==> src/rtl/qx_pkg.sv <==
package qx_pkg;

   typedef enum logic [2:0] {
      QK_IDLE,
      QK_ARITH,
      QK_SEL,
      QK_SELN,
      QK_SORT
   } qx_kind_e;

   typedef struct packed {
      qx_kind_e kind;
      logic     is_sub;
      logic     is_signed;
      logic     use_cin;
      logic     wants_a;
      logic     wants_b;
      logic     wants_d;
      logic     unsup;
      logic     rsvd;
   } qx_ctl_t;

   localparam logic [7:0] QX_ARITH_LAST = 8'h0B;
   localparam logic [7:0] QX_SUB_FIRST  = 8'h06;
   localparam logic [7:0] QX_LONG_LAST  = 8'h0F;
   localparam logic [7:0] QX_OP_SEL     = 8'h10;
   localparam logic [7:0] QX_OP_SELN    = 8'h11;
   localparam logic [7:0] QX_OP_SORT_S  = 8'h12;
   localparam logic [7:0] QX_OP_SORT_U  = 8'h13;
   localparam logic [7:0] QX_FORMS      = 8'd3;

endpackage

==> src/rtl/qx_decode.sv <==
module qx_decode
   import qx_pkg::*;
(
   input  logic [7:0] sub_op,
   output qx_ctl_t    ctl
);

   logic [7:0] grp;
   logic [7:0] form;

   always_comb begin
      ctl      = '0;
      ctl.kind = QK_IDLE;
      grp      = '0;
      form     = '0;
      if (sub_op <= QX_ARITH_LAST) begin
         ctl.kind      = QK_ARITH;
         ctl.is_sub    = (sub_op >= QX_SUB_FIRST);
         grp           = ctl.is_sub ? (sub_op - QX_SUB_FIRST) : sub_op;
         ctl.is_signed = (grp < QX_FORMS);
         form          = ctl.is_signed ? grp : (grp - QX_FORMS);
         ctl.use_cin   = (form != 8'd1);
         ctl.wants_a   = 1'b1;
         ctl.wants_d   = (form != 8'd0);
      end else if (sub_op <= QX_LONG_LAST) begin
         ctl.unsup = 1'b1;
      end else if (sub_op == QX_OP_SEL) begin
         ctl.kind    = QK_SEL;
         ctl.wants_a = 1'b1;
      end else if (sub_op == QX_OP_SELN) begin
         ctl.kind    = QK_SELN;
         ctl.wants_a = 1'b1;
      end else if (sub_op == QX_OP_SORT_S || sub_op == QX_OP_SORT_U) begin
         ctl.kind      = QK_SORT;
         ctl.is_signed = (sub_op == QX_OP_SORT_S);
         ctl.wants_a   = 1'b1;
         ctl.wants_b   = 1'b1;
      end else begin
         ctl.rsvd = 1'b1;
      end
   end

endmodule

==> src/rtl/qx_addsub.sv <==
module qx_addsub #(
   parameter int W      = 32,
   parameter bit SHARED = 1'b1
) (
   input  logic [W-1:0] b,
   input  logic [W-1:0] c,
   input  logic         cin,
   input  logic         is_sub,
   input  logic         is_signed,
   output logic [W-1:0] res,
   output logic         flag
);

   localparam int XW = W + 1;

   generate
      if (SHARED) begin : g_shared
         logic [W-1:0]  y;
         logic          c0;
         logic [XW-1:0] su;
         logic [XW-1:0] ss;

         assign y   = is_sub ? ~c : c;
         assign c0  = is_sub ? ~cin : cin;
         assign su  = {1'b0, b} + {1'b0, y} + {{W{1'b0}}, c0};
         assign ss  = {b[W-1], b} + {y[W-1], y} + {{W{1'b0}}, c0};
         assign res = su[W-1:0];
         always_comb begin
            if (is_signed)   flag = ss[W] ^ ss[W-1];
            else if (is_sub) flag = ~su[W];
            else             flag = su[W];
         end
      end else begin : g_split
         logic [XW-1:0] add_u;
         logic [XW-1:0] add_s;
         logic [XW-1:0] sub_u;
         logic [XW-1:0] sub_s;
         logic [XW-1:0] k;

         assign k     = {{W{1'b0}}, cin};
         assign add_u = {1'b0, b} + {1'b0, c} + k;
         assign add_s = {b[W-1], b} + {c[W-1], c} + k;
         assign sub_u = {1'b0, b} - {1'b0, c} - k;
         assign sub_s = {b[W-1], b} - {c[W-1], c} - k;
         assign res   = is_sub ? sub_u[W-1:0] : add_u[W-1:0];
         always_comb begin
            case ({is_sub, is_signed})
               2'b00:   flag = add_u[W];
               2'b01:   flag = add_s[W] ^ add_s[W-1];
               2'b10:   flag = sub_u[W];
               default: flag = sub_s[W] ^ sub_s[W-1];
            endcase
         end
      end
   endgenerate

endmodule

==> src/rtl/qx_selsort.sv <==
module qx_selsort
   import qx_pkg::*;
#(
   parameter int W = 32
) (
   input  logic [W-1:0] b,
   input  logic [W-1:0] c,
   input  logic [W-1:0] d,
   input  qx_kind_e     kind,
   input  logic         is_signed,
   output logic [W-1:0] val_a,
   output logic [W-1:0] val_b
);

   logic         c_wins;
   logic [W-1:0] hi;
   logic [W-1:0] lo;

   assign c_wins = is_signed ? ($signed(c) > $signed(d)) : (c > d);
   assign hi     = c_wins ? c : d;
   assign lo     = c_wins ? d : c;

   always_comb begin
      val_b = lo;
      case (kind)
         QK_SEL:  val_a = (c & ~b) | (d & b);
         QK_SELN: val_a = (c & b) | (d & ~b);
         default: val_a = hi;
      endcase
   end

endmodule

==> src/rtl/quad_int_exec.sv <==
module quad_int_exec
   import qx_pkg::*;
#(
   parameter int W           = 32,
   parameter bit SHARE_ADDER = 1'b1
) (
   input  logic         clk,
   input  logic         rst_n,
   input  logic         in_valid,
   input  logic [7:0]   sub_op,
   input  logic [W-1:0] opnd_b,
   input  logic [W-1:0] opnd_c,
   input  logic [W-1:0] opnd_d,
   output logic         out_valid,
   output logic         wr_a_en,
   output logic [W-1:0] wr_a_data,
   output logic         wr_b_en,
   output logic [W-1:0] wr_b_data,
   output logic         wr_d_en,
   output logic [W-1:0] wr_d_data,
   output logic         reserved_op,
   output logic         unsupported_op
);

   localparam int FLAG_PAD = W - 1;

   generate
      if (W < 2) begin : g_width_chk
         $error("quad_int_exec: W must be at least 2");
      end
   endgenerate

   qx_ctl_t      ctl;
   logic         cin;
   logic [W-1:0] arith_res;
   logic         arith_flag;
   logic [W-1:0] ss_a;
   logic [W-1:0] ss_b;
   logic [W-1:0] a_next;
   logic [W-1:0] d_next;

   qx_decode u_dec (
      .sub_op (sub_op),
      .ctl    (ctl)
   );

   assign cin = ctl.use_cin & (|opnd_d);

   qx_addsub #(.W(W), .SHARED(SHARE_ADDER)) u_as (
      .b         (opnd_b),
      .c         (opnd_c),
      .cin       (cin),
      .is_sub    (ctl.is_sub),
      .is_signed (ctl.is_signed),
      .res       (arith_res),
      .flag      (arith_flag)
   );

   qx_selsort #(.W(W)) u_ss (
      .b         (opnd_b),
      .c         (opnd_c),
      .d         (opnd_d),
      .kind      (ctl.kind),
      .is_signed (ctl.is_signed),
      .val_a     (ss_a),
      .val_b     (ss_b)
   );

   assign a_next = (ctl.kind == QK_ARITH) ? arith_res : ss_a;
   assign d_next = {{FLAG_PAD{1'b0}}, arith_flag};

   always_ff @(posedge clk or negedge rst_n) begin
      if (!rst_n) begin
         out_valid      <= 1'b0;
         wr_a_en        <= 1'b0;
         wr_b_en        <= 1'b0;
         wr_d_en        <= 1'b0;
         reserved_op    <= 1'b0;
         unsupported_op <= 1'b0;
      end else begin
         out_valid      <= in_valid;
         wr_a_en        <= in_valid & ctl.wants_a;
         wr_b_en        <= in_valid & ctl.wants_b;
         wr_d_en        <= in_valid & ctl.wants_d;
         reserved_op    <= in_valid & ctl.rsvd;
         unsupported_op <= in_valid & ctl.unsup;
      end
   end

   always_ff @(posedge clk or negedge rst_n) begin
      if (!rst_n) begin
         wr_a_data <= '0;
         wr_b_data <= '0;
         wr_d_data <= '0;
      end else if (in_valid) begin
         wr_a_data <= a_next;
         wr_b_data <= ss_b;
         wr_d_data <= d_next;
      end
   end

endmodule

==> config.mk <==
export PLATFORM = sky130hd
export DESIGN_NAME = quad_int_exec
export DESIGN_NICKNAME = d
export VERILOG_FILES = /design/src/rtl/qx_pkg.sv /design/src/rtl/qx_decode.sv /design/src/rtl/qx_addsub.sv /design/src/rtl/qx_selsort.sv /design/src/rtl/quad_int_exec.sv
export SDC_FILE = /design/constraint.sdc
export NUM_CORES = 1
export LEC_CHECK = 0
export ABC_AREA = 1
export BUFFER_PORTS_ARGS = -buffer_cell sky130_fd_sc_hd__buf_2
export CORE_MARGIN = 2
export CORE_UTILIZATION = 50
export DETAILED_ROUTE_END_ITERATION = 8
export MAX_ROUTING_LAYER = met4
export PLACE_DENSITY = 0.87
export SLEW_MARGIN = 0
export SYNTH_ARGS = -nofsm -noshare
export SYNTH_HDL_FRONTEND = slang
export SYNTH_SLANG_ARGS = --single-unit
==> constraint.sdc <==
create_clock -name clk -period 0.95 [get_ports clk]
set_input_delay 0.095 -clock clk [delete_from_list [all_inputs] [get_ports clk]]
set_output_delay 0.095 -clock clk [all_outputs]
set_load 0.01 [all_outputs]
==> impl_summary.log, run 1 <==
[metrics] CTS Buf Count: 9
[metrics] Finished Core Util: 0.831
[metrics] slowest cell delay on critical path: approximately 0.38 ns
[metrics] post-route cell area: 0.0139 mm^2
[metrics] post-DP HPWL: 22300 um
[metrics] floorplan die height: 135 um
[metrics] leak pwr: 7.22 nW
[metrics] synthesized area per cell: roughly 6.3 um^2
[metrics] number of rows in the core area: 47
[metrics] Max-Cap Viols: 0
[metrics] proportion of synthesized chip area in sequential cells: 0.207
[metrics] Clk pin slew, worst setup/hold paths: about 0.070 ns
[metrics] Final period util: 4.10
[metrics] count of port buffers added during placement: between 150 and 200
[metrics] wirelength, routed: 43500 um
[metrics] worst hold slack across all endpoints: around 0.027 ns
[metrics] cell repeated most along the worst path: nand2_1
[metrics] outcome: finished, violations left
[metrics] Total GRT Usage: 0.409
[metrics] Final Worst Setup Slack: -2.95 ns
[metrics] first-pass GRT wire length: between 50000 and 60000 um
[metrics] Synth Flop Type: dfrtp_1
[metrics] kind of launch point of the worst setup path: primary input
[metrics] warning count from the yosys run: 0
[metrics] starting density of the core: 0.513
[metrics] number of library cell types mapped by synthesis: 46
[metrics] clock buffer depth: 2
[metrics] I/O pin total: between 200 and 250
[metrics] ratio of cells with drive above 1 in the final layout: 0.409
[metrics] Setup CP Type: primary input to register
[metrics] count of mapped cells out of synthesis: between 1k and 1.5k
[metrics] Rel. slew slack: 0.476
[metrics] maximum vdd drop: between 1000 and 1500 uV
[metrics] First DRT Iteration DRCs: between 2k and 2.5k
[metrics] required time at the endpoint of the critical path: around 1.2 ns
[metrics] violated checks: DRC, setup timing
[metrics] Worst-Skew Late Latency: around 0.36 ns
[metrics] Worst Path Arrival: about 4.2 ns
[metrics] setup_tns: -135.21 ns
[metrics] number of remaining DRC errors: 18
[metrics] fraction of registers with async set/reset: 1.00
[metrics] crit path max fanout: 3
[metrics] Multi-input gate area: just under 0.007 mm^2
[metrics] Die Wd: 135 um
[metrics] DR vias/cell: 6.34
[metrics] post-placement worst setup slack: -2.87 ns
[metrics] final slew viol count: 0
[metrics] Tightest Pin Transition: 0.778 ns
[metrics] Die Footprint: about 0.018 mm^2
[metrics] number of register bits inferred by synthesis: between 70 and 80
[metrics] post-DR wirelength/cell: about 21 um
[metrics] element type at the critical path end: register
[metrics] highest achievable clock rate: between 200 and 300 MHz
[metrics] number of antenna violations at the first check in global routing: 0
[metrics] Final Hold Fails: 0
[metrics] setup-violating endpoint count in the final report: 133
[metrics] via count: between 10k and 15k
[metrics] register area: between 0.0015 and 0.002 mm^2
[metrics] min-delay worst type: primary input to register
[metrics] ANT nets after route: 0
[metrics] clock period minus final worst setup slack: roughly 3.9 ns
[metrics] Tot Pwr: approximately 16 mW
[metrics] CTS tree: built
[metrics] detailed-routing iteration count for the pre-antenna-repair pass: 9
[metrics] Layout area overhead: 61.9%
[metrics] Fin Clk Skew: 0 ns
[metrics] EDFF count, synth: 0
[metrics] CTS root buffer: clkbuf_16
[metrics] summed instance area of the synthesized netlist: between 0.008 and 0.009 mm^2
[metrics] post-detailed-placement cell area: roughly 0.012 mm^2
[metrics] fill count: 860
[metrics] # nets final: 1995
[metrics] number of H-tree levels: 3
[metrics] highest-count cells in the layout ignoring fill and taps: 296 x nand2_1, 263 x buf_4, 167 x buf_2, 137 x inv_1, 80 x nor2_1
[metrics] critical path's slowest cell: fa_2
[metrics] setup repair after global routing missed its margin: true
[metrics] Antenna Cells: 0
[metrics] post-placement cell count: between 1.5k and 2k
[metrics] placeable core area: around 0.017 mm^2
[metrics] placer's final routability congestion estimate: 0.964
[metrics] pin count of the biggest net entering global routing: approximately 70
[metrics] total number of clock tree sinks: ~70
[metrics] power per unit of standard cell area: 1170 mW/mm^2
[metrics] via count of the first global-routing pass: 11.7k
[metrics] Congestion Overflow GR: 0
[metrics] final instance count without filler cells: between 2k and 2.5k
[metrics] commonest non-fill, non-tap cell in the layout: nand2_1
==> worst paths after layout <==
| path | start | to | slack, ns | cells after the start |
|---|---|---|---|---|
| worst max-delay path | sub_op[5] | wr_a_data[20] | -2.95 | 30 |
| worst min-delay path | sub_op[7] | unsupported_op | 0.03 | 4 |
| worst max register to register | wr_a_data[24] | wr_a_data[24] | -0.01 | 4 |
| worst min register to register | wr_b_data[19] | wr_b_data[19] | 0.49 | 2 |
| max in group asynchronous | rst_n | wr_a_data[26] | 0.29 | 3 |
| min in group asynchronous | rst_n | wr_a_data[5] | 0.29 | 3 |
==> final cells by class <==
class / count / share of cell area
tap: 220 / 0.0198
clock buffer: 11 / 0.0175
clock inverter: 4 / 0.00505
timing repair buffer: 499 / 0.288
sequential: 71 / 0.128
inverter: 167 / 0.0482
multi-input combinational: 1073 / 0.494
==> routing by layer <==
metal / GRT usage / share of wire
met1: 0.466 / 0.33
met2: 0.674 / 0.44
met3: 0.0845 / 0.13
met4: 0.222 / 0.10
met5: - / 0
==> where the power goes <==
| group | total (mW) | switching, mW | internal [mW] |
|---|---|---|---|
| logic | 8.63 | 4.81 | 3.81 |
| registers | 3.71 | 0.272 | 3.44 |
| clock network | 3.86 | 1.50 | 2.35 |
==> registers in the layout, indices dropped and copies added (netlist names) <==
register,flops
wr_b_en,1
wr_a_en,1
out_valid,1
wr_b_data,32
wr_a_data,32
unsupported_op,1
reserved_op,1
wr_d_en,1
wr_d_data,1
==> critical path, delay by kind of cell <==
kind                       cells  cell delay (ns)
and+or+nand+nor               14             1.47
AOI/OAI and AO/OA              7             1.06
adders and majority gates      3             0.94
buffers and inverters          6             0.60
==> cell usage after synthesis (2+ instances only) <==
cell      count  share of area
o211ai_1     12          0.011
buf_4        31          0.027
buf_2        11         0.0064
nand3_1      51          0.030
mux2i_1      17          0.020
o21ai_1      27          0.016
nor2_1      120          0.053
nand4_1      36          0.026
buf_6         5         0.0066
and3_1        2         0.0015
nand3b_1      4         0.0035
nor4_1        8         0.0058
o221a_2       2         0.0026
a21oi_1     107          0.062
nor3_1       17         0.0099
nor2_2        3         0.0022
ha_1         65          0.095
dfrtp_1      71           0.21
buf_1         2        0.00088
nand2_4       2         0.0026
nand2_1     329           0.14
nand2_2       7         0.0051
o21a_1        4         0.0035
inv_2         4         0.0018
o22ai_1      23          0.017
o21ai_0     129          0.075
fa_1          2         0.0047
a31oi_1       4         0.0029
xor2_1       43          0.044
nand3_2       3         0.0035
xnor2_1       7         0.0072
inv_1       161          0.070
clkbuf_1     33          0.014
o21bai_1      2         0.0018
a21o_1        6         0.0053
a21boi_0      3         0.0026
==> repair_timing <==
action | 4_1_cts | 5_1_grt
hold buffers | 1 | 0
hold endpoints to repair | 71 | 0
endpoints found under the setup margin | 135 | 138
setup buffers | 46 | 32
gates resized for setup | 210 | 118
gates cloned | 13 | 0
pin swaps | 93 | 82
==> cells by family after synthesis <==
| kind of cell | share of synthesized area |
|---|---|
| muxes | 0.0198 |
| DFF | 0.207 |
| adders and majority gates | 0.0995 |
| xor gates and xnor gates | 0.0511 |
| buffers and inverters | 0.129 |
| other | 0.000437 |
| and+or+nand+nor | 0.288 |
| AOI/OAI and AO/OA | 0.204 |
No activity file was read; power rests on OpenSTA's default activity.
==> run 2: changes to the inputs <==
--- a/config.mk
+++ b/config.mk
@@ -8,10 +8,11 @@
 export ABC_AREA = 1
 export BUFFER_PORTS_ARGS = -buffer_cell sky130_fd_sc_hd__buf_2
 export CORE_MARGIN = 2
-export CORE_UTILIZATION = 50
+export CORE_UTILIZATION = 45
 export DETAILED_ROUTE_END_ITERATION = 8
 export MAX_ROUTING_LAYER = met4
-export PLACE_DENSITY = 0.87
+export PLACE_DENSITY = 0.81
+export SKIP_CTS_REPAIR_TIMING = 1
 export SLEW_MARGIN = 0
 export SYNTH_ARGS = -nofsm -noshare
 export SYNTH_HDL_FRONTEND = slang
==> constraint.sdc (replaced) <==
create_clock -name clk -period 0.95 [get_ports clk]
set_input_delay 0.095 -clock clk [delete_from_list [all_inputs] [get_ports clk]]
set_output_delay 0.095 -clock clk [all_outputs]
set_load 0.02 [all_outputs]
==> impl_summary.log, run 2 (synthesized netlist as in run 1, its figures left out) <==
[metrics] Die Footprint: 0.0202 mm^2 (was 0.0182 mm^2)
[metrics] setup-violating endpoint count in the final report: 135 (was 133)
[metrics] Reg-to-Reg End: wr_a_data[30] (was wr_a_data[24])
[metrics] Clk pwr share: 0.217 (was 0.238)
[metrics] min-delay worst type: primary input to register (unchanged)
[metrics] crit path max fanout: 5 (was 3)
[metrics] Fin Clk Skew: 0 ns (unchanged)
[metrics] placer's final routability congestion estimate: 0.930 (was 0.964)
[metrics] pin count of the biggest net entering global routing: 72 (unchanged)
[metrics] cell-internal power: 9.44 mW (was 9.61 mW)
[metrics] FF-to-FF path depth: 3 (was 4)
[metrics] # nets final: 1968 (was 1995)
[metrics] clock buffer depth: 2 (unchanged)
[metrics] Max-Cap Viols: 0 (unchanged)
[metrics] Setup CP Type: primary input to register (unchanged)
[metrics] First DRT Iteration DRCs: 1047 (was 2137)
[metrics] Tot Pwr: 16.0 mW (was 16.2 mW)
[metrics] Clk pin slew, worst setup/hold paths: 0.06 ns (was 0.07 ns)
[metrics] slowest cell delay on critical path: 0.36 ns (was 0.38 ns)
[metrics] Tightest Pin Transition: 0.536 ns (was 0.778 ns)
[metrics] Rel. slew slack: 0.639 (was 0.476)
[metrics] commonest non-fill, non-tap cell in the layout: nand2_1 (unchanged)
[metrics] post-route cell area: 0.0142 mm^2 (was 0.0139 mm^2)
[metrics] Die Wd: 142 um (was 135 um)
[metrics] I/O pin total: 209 (unchanged)
[metrics] first-pass GRT wire length: 48700 um (was 57700 um)
[metrics] maximum vdd drop: 1050 uV (was 1060 uV)
[metrics] required time at the endpoint of the critical path: 1.19 ns (was 1.24 ns)
[metrics] CTS root buffer: clkbuf_16 (unchanged)
[metrics] via count of the first global-routing pass: 10.1k (was 11.7k)
[metrics] final slew viol count: 0 (unchanged)
[metrics] Final Hold Fails: 0 (unchanged)
[metrics] placeable core area: 0.0187 mm^2 (was 0.0167 mm^2)
[metrics] Crit Reg-Reg Startpoint: wr_a_data[30] (was wr_a_data[24])
[metrics] ANT nets after route: 0 (unchanged)
[metrics] post-detailed-placement cell area: 0.0117 mm^2 (was 0.0116 mm^2)
[metrics] cell repeated most along the worst path: nand2_1 (unchanged)
[metrics] highest-count cells in the layout ignoring fill and taps: 296 x nand2_1, 254 x buf_4, 140 x inv_1, 94 x buf_2, 89 x buf_6 (was 296 x nand2_1, 263 x buf_4, 167 x buf_2, 137 x inv_1, 80 x nor2_1)
[metrics] clock period minus final worst setup slack: 3.40 ns (was 3.90 ns)
[metrics] total number of clock tree sinks: 71 (unchanged)
[metrics] sw power: 6.59 mW (about the same)
[metrics] Worst Path Arrival: 3.64 ns (was 4.19 ns)
[metrics] combinational power share: 0.547 (was 0.533)
[metrics] fill count: 1227 (was 860)
[metrics] post-DR wirelength/cell: 17.7 um (was 21.2 um)
[metrics] outcome: finished, violations left (unchanged)
[metrics] critical path's slowest cell: fa_2 (unchanged)
[metrics] wirelength, routed: 36000 um (was 43500 um)
[metrics] detailed-routing iteration count for the pre-antenna-repair pass: 7 (was 9)
[metrics] Antenna Cells: 0 (unchanged)
[metrics] Congestion Overflow GR: 0 (unchanged)
[metrics] Worst Hold End: unsupported_op (unchanged)
[metrics] hold_sp: sub_op[5] (was sub_op[7])
[metrics] starting density of the core: 0.458 (was 0.513)
[metrics] Hold Path Cell Cnt: 4 (unchanged)
[metrics] CTS tree: built (unchanged)
[metrics] setup_tns: -109.06 ns (was -135.21 ns)
[metrics] count of port buffers added during placement: 177 (unchanged)
[metrics] number of H-tree levels: 3 (unchanged)
[metrics] sequential fraction of design power: 0.236 (was 0.229)
[metrics] Worst-Skew Late Latency: 0.36 ns (about the same)
[metrics] switching power share of the total: 0.411 (was 0.407)
[metrics] highest achievable clock rate: 294 MHz (was 257 MHz)
[metrics] kind of launch point of the worst setup path: primary input (unchanged)
[metrics] floorplan die height: 142 um (was 135 um)
[metrics] Layout area overhead: 65.1% (was 61.9%)
[metrics] CTS Buf Count: 9 (unchanged)
[metrics] power per unit of standard cell area: 1130 mW/mm^2 (was 1170 mW/mm^2)
[metrics] number of rows in the core area: 50 (was 47)
[metrics] Final period util: 3.57 (was 4.10)
[metrics] post-DP HPWL: 22800 um (was 22300 um)
[metrics] DR vias/cell: 5.73 (was 6.34)
[metrics] ratio of cells with drive above 1 in the final layout: 0.398 (was 0.409)
[metrics] Final Worst Setup Slack: -2.45 ns (was -2.95 ns)
[metrics] element type at the critical path end: register (unchanged)
[metrics] setup repair after global routing missed its margin: true (unchanged)
[metrics] violated checks: setup timing (was DRC, setup timing)
[metrics] Total GRT Usage: 0.306 (was 0.409)
[metrics] registers with the most flip-flops: wr_a_data x32, wr_b_data x32 (unchanged)
[metrics] leak pwr: 7.16 nW (was 7.22 nW)
[metrics] reg2reg setup slack: 0.13 ns (was -0.01 ns)
[metrics] via count: 11.6k (was 13.0k)
[metrics] number of antenna violations at the first check in global routing: 0 (unchanged)
[metrics] number of remaining DRC errors: 0 (was 18)
## run 2: cell count changes in the layout (fill, tap and decap cells not counted), moves of 12 or more
| cell | before | now |
|---|---|---|
| nor2_2 | 27 | 13 |
| ha_1 | 54 | 40 |
| ha_4 | 10 | 25 |
| buf_2 | 167 | 94 |
| buf_6 | 28 | 89 |
| nor2_4 | 17 | 29 |
## run 2: power groups by stage
stage                     clock network (mW)  logic, mW  registers (mW)
after floorplan                            0       3.19            4.23
after global placement                     0       6.36            3.70
after detailed placement                   0       6.50            3.70
after CTS                               3.44       6.55            3.66
after global routing                    3.58       9.36            3.81
final                                   3.48       8.78            3.78
## run 2: how the worst max path moves through the flow
stage | slack (ns) | cells after the start | to | start
2_1_floorplan | -2.41 | 29 | wr_a_data[26] | sub_op[5]
3_3_place_gp | -2.74 | 28 | wr_a_data[28] | sub_op[5]
3_5_place_dp | -2.79 | 28 | wr_a_data[28] | sub_op[5]
4_1_cts | -2.45 | 28 | wr_a_data[28] | sub_op[5]
5_1_grt | -2.76 | 30 | wr_a_data[26] | sub_op[5]
6_report | -2.45 | 28 | wr_a_data[28] | sub_op[1]
## run 2: through the flow
stage	cells	utilization	hold slack [ns]	worst slack, ns
3_3_place_gp	1975	0.627	0.146	-2.74
6_report	2030	0.757	0.0309	-2.45
3_5_place_dp	1975	0.627	0.158	-2.79
4_1_cts	1988	0.641	-0.222	-2.45
2_1_floorplan	1393	-	-0.201	-2.41
5_1_grt	2030	0.757	0.0498	-2.76
## run 2: layout make-up
| class | instances | area (um^2) | area share |
|---|---|---|---|
| inverters | 167 | 686 | 0.0484 |
| well taps | 234 | 293 | 0.0207 |
| repair inverters | 1 | 16.3 | 0.00115 |
| flip-flops and latches | 71 | 1780 | 0.126 |
| repair buffers | 472 | 4080 | 0.288 |
| clock inverters | 1 | 5.00 | 0.000354 |
| multi-input cells | 1072 | 7030 | 0.497 |
| clock buffers | 12 | 267 | 0.0188 |
## run 2: critical path: cells and delay by family
kind,cells,cell delay [ns]
compound gates,4,0.55
xor+xnor,2,0.32
fa+ha+maj,3,0.90
buf+inv,2,0.21
simple gates,17,1.58
## run 2: per-layer routing
layer	vias to the layer above	share of wire	global-route usage
met5	-	0	-
met4	0	0.050	0.105
met3	194	0.082	0.0313
met2	726	0.48	0.509
met1	5371	0.38	0.391
li1	5347	-	-
==> run 3: changes to the inputs <==
--- a/config.mk
+++ b/config.mk
@@ -7,11 +7,11 @@
 export LEC_CHECK = 0
 export ABC_AREA = 1
 export BUFFER_PORTS_ARGS = -buffer_cell sky130_fd_sc_hd__buf_2
-export CORE_MARGIN = 2
+export CORE_MARGIN = 8
 export CORE_UTILIZATION = 45
 export DETAILED_ROUTE_END_ITERATION = 8
 export MAX_ROUTING_LAYER = met4
-export PLACE_DENSITY = 0.81
+export PLACE_DENSITY = 0.72
 export SKIP_CTS_REPAIR_TIMING = 1
 export SLEW_MARGIN = 0
 export SYNTH_ARGS = -nofsm -noshare
==> constraint.sdc (replaced) <==
create_clock -name clk -period 2.8 [get_ports clk]
set_input_delay 0.28 -clock clk [delete_from_list [all_inputs] [get_ports clk]]
set_output_delay 0.28 -clock clk [all_outputs]
set_load 0.02 [all_outputs]
==> impl_summary.log, run 3 (synthesized netlist as in run 1, its figures left out) <==
[metrics] Final period util: 1.30
[metrics] Die Wd: 154 um (was 142 um)
[metrics] element type at the critical path end: register (unchanged)
[metrics] ratio of cells with drive above 1 in the final layout: 0.291 (was 0.398)
[metrics] post-DR wirelength/cell: 15.9 um (was 17.7 um)
[metrics] CTS tree: built (unchanged)
[metrics] Worst Path Arrival: 3.92 ns (was 3.64 ns)
[metrics] Rel. slew slack: 0.191 (was 0.639)
[metrics] critical path's slowest cell: fa_2 (unchanged)
[metrics] Congestion Overflow GR: 0 (unchanged)
[metrics] floorplan die height: 154 um (was 142 um)
[metrics] commonest non-fill, non-tap cell in the layout: nand2_1 (unchanged)
[metrics] final slew viol count: 0 (unchanged)
[metrics] Multi-input gate area: 0.00618 mm^2 (was 0.00703 mm^2)
[metrics] Fin Clk Skew: 0 ns (unchanged)
[metrics] starting density of the core: 0.458 (unchanged)
[metrics] Setup CP Type: primary input to register (unchanged)
[metrics] clock period minus final worst setup slack: around 3.6 ns
[metrics] busiest grt layer: met2 (unchanged)
[metrics] number of H-tree levels: 3 (unchanged)
[metrics] Die Footprint: 0.0237 mm^2 (was 0.0202 mm^2)
[metrics] outcome: finished, violations left (unchanged)
[metrics] Final Worst Setup Slack: -0.835 ns (was -2.45 ns)
[metrics] setup-violating endpoint count in the final report: 32 (was 135)
[metrics] Final Hold Fails: 0 (unchanged)
[metrics] fill count: 1781 (was 1227)
[metrics] placer's final routability congestion estimate: 0.918 (was 0.930)
[metrics] placeable core area: 0.0187 mm^2 (unchanged)
[metrics] setup_tns: -15.16 ns (was -109.06 ns)
[metrics] highest-count cells in the layout ignoring fill and taps: 310 x nand2_1, 190 x buf_4, 173 x buf_2, 152 x inv_1, 114 x o21ai_0 (was 296 x nand2_1, 254 x buf_4, 140 x inv_1, 94 x buf_2, 89 x buf_6)
[metrics] number of rows in the core area: 50 (unchanged)
[metrics] number of remaining DRC errors: 0 (unchanged)
[metrics] crit path max fanout: 6 (was 5)
[metrics] Tot Pwr: 4.56 mW (was 16.0 mW)
[metrics] Layout area overhead: 35.8% (was 65.1%)
[metrics] count of port buffers added during placement: 177 (unchanged)
[metrics] highest achievable clock rate: about 280 MHz
[metrics] first-pass GRT wire length: 49400 um (was 48700 um)
[metrics] total number of clock tree sinks: 71 (unchanged)
[metrics] # nets final: 1871 (was 1968)
[metrics] via count: 10.2k (was 11.6k)
[metrics] Clk pin slew, worst setup/hold paths: 0.06 ns (about the same)
[metrics] via count of the first global-routing pass: 9928 (was 10.1k)
[metrics] global routing usage on met1: 0.324 (was 0.391)
[metrics] power per unit of standard cell area: 392 mW/mm^2 (was 1130 mW/mm^2)
[metrics] CTS root buffer: clkbuf_16 (unchanged)
[metrics] wirelength, routed: 30700 um (was 36000 um)
[metrics] global-route met3 utilization: 0.0387 (was 0.0313)
[metrics] Worst-Skew Late Latency: 0.35 ns (was 0.36 ns)
[metrics] slowest cell delay on critical path: 0.36 ns (about the same)
[metrics] maximum vdd drop: 311 uV (was 1050 uV)
[metrics] setup repair after global routing missed its margin: true (unchanged)
[metrics] ANT nets after route: 0 (unchanged)
[metrics] post-DP HPWL: 23400 um (was 22800 um)
[metrics] pin count of the biggest net entering global routing: 86 (was 72)
[metrics] Tightest Pin Transition: 1.21 ns (was 0.536 ns)
[metrics] cell repeated most along the worst path: nand2_1 (unchanged)
[metrics] Crit Reg-Reg Startpoint: wr_a_data[20] (was wr_a_data[30])
[metrics] register area: 0.00178 mm^2 (unchanged)
[metrics] registers with the most flip-flops: wr_a_data x32, wr_b_data x32 (unchanged)
[metrics] required time at the endpoint of the critical path: 3.08 ns (was 1.19 ns)
[metrics] leak pwr: 6.26 nW (was 7.16 nW)
[metrics] I/O pin total: 209 (unchanged)
[metrics] DR vias/cell: 5.26 (was 5.73)
[metrics] First DRT Iteration DRCs: 704 (was 1047)
[metrics] violated checks: setup timing (unchanged)
[metrics] Total GRT Usage: 0.258 (was 0.306)
[metrics] CTS Buf Count: 9 (unchanged)
[metrics] Max-Cap Viols: 0 (unchanged)
[metrics] min-delay worst type: primary input to async pin (was primary input to register)
[metrics] Antenna Cells: 0 (unchanged)
[metrics] start point of the critical path: sub_op[3] (was sub_op[1])
[metrics] number of antenna violations at the first check in global routing: 0 (unchanged)
[metrics] clock buffer depth: 2 (unchanged)
[metrics] detailed-routing iteration count for the pre-antenna-repair pass: 8 (was 7)
[metrics] routing usage on met2: 0.429 (was 0.509)
[metrics] kind of launch point of the worst setup path: primary input (unchanged)
-- run 3: layout make-up --
class	instances	area share
clock buffer	12	0.0203
clock inverter	4	0.00193
inverter	167	0.0545
multi-input combinational	1072	0.531
sequential	71	0.153
tap	234	0.0251
timing repair buffer	376	0.214
-- run 3: worst paths after layout --
kind / to / slack [ns] / cells after the start
min in group clk: wr_b_data[23] / 0.24 / 3
worst max register to register: wr_a_data[20] / 2.13 / 2
worst min register to register: wr_a_data[1] / 0.47 / 2
worst min-delay path: wr_b_data[10] / 0.11 / 1
max in group asynchronous: wr_b_data[28] / 2.05 / 1
worst max-delay path: wr_a_data[20] / -0.83 / 27
-- run 3: routing by layer --
metal  share of wire  wire length, um
met1            0.45            13900
met5               0                0
met2            0.48            14700
met4           0.015              454
met3           0.054             1650
-- run 3: stage by stage --
| stage | cell area [um^2] | cells | worst slack, ns | utilization | hold WS (ns) |
|---|---|---|---|---|---|
| after global placement | 11000 | 1910 | -1.12 | 0.587 | 0.459 |
| after detailed placement | 11000 | 1910 | -1.21 | 0.587 | 0.461 |
| final | 11600 | 1936 | -0.835 | 0.622 | 0.107 |
| after floorplan | 8780 | 1393 | -0.767 | - | -0.0156 |
| after CTS | 11200 | 1926 | -0.880 | 0.601 | 0.151 |
| after global routing | 11600 | 1936 | -1.06 | 0.622 | 0.185 |
-- run 3: power breakdown --
part           total [mW]  switching (mW)  internal (mW)
Sequential           1.24          0.0726           1.17
Clock                1.09           0.491          0.597
Combinational        2.23            1.32          0.912
-- run 3: worst max-delay path: cells and delay by family --
kind            cells  cell delay, ns
compound gates      7            0.90
xor+xnor            1            0.18
fa+ha+maj           3            0.89
buf+inv             3            0.37
simple gates       13            1.27
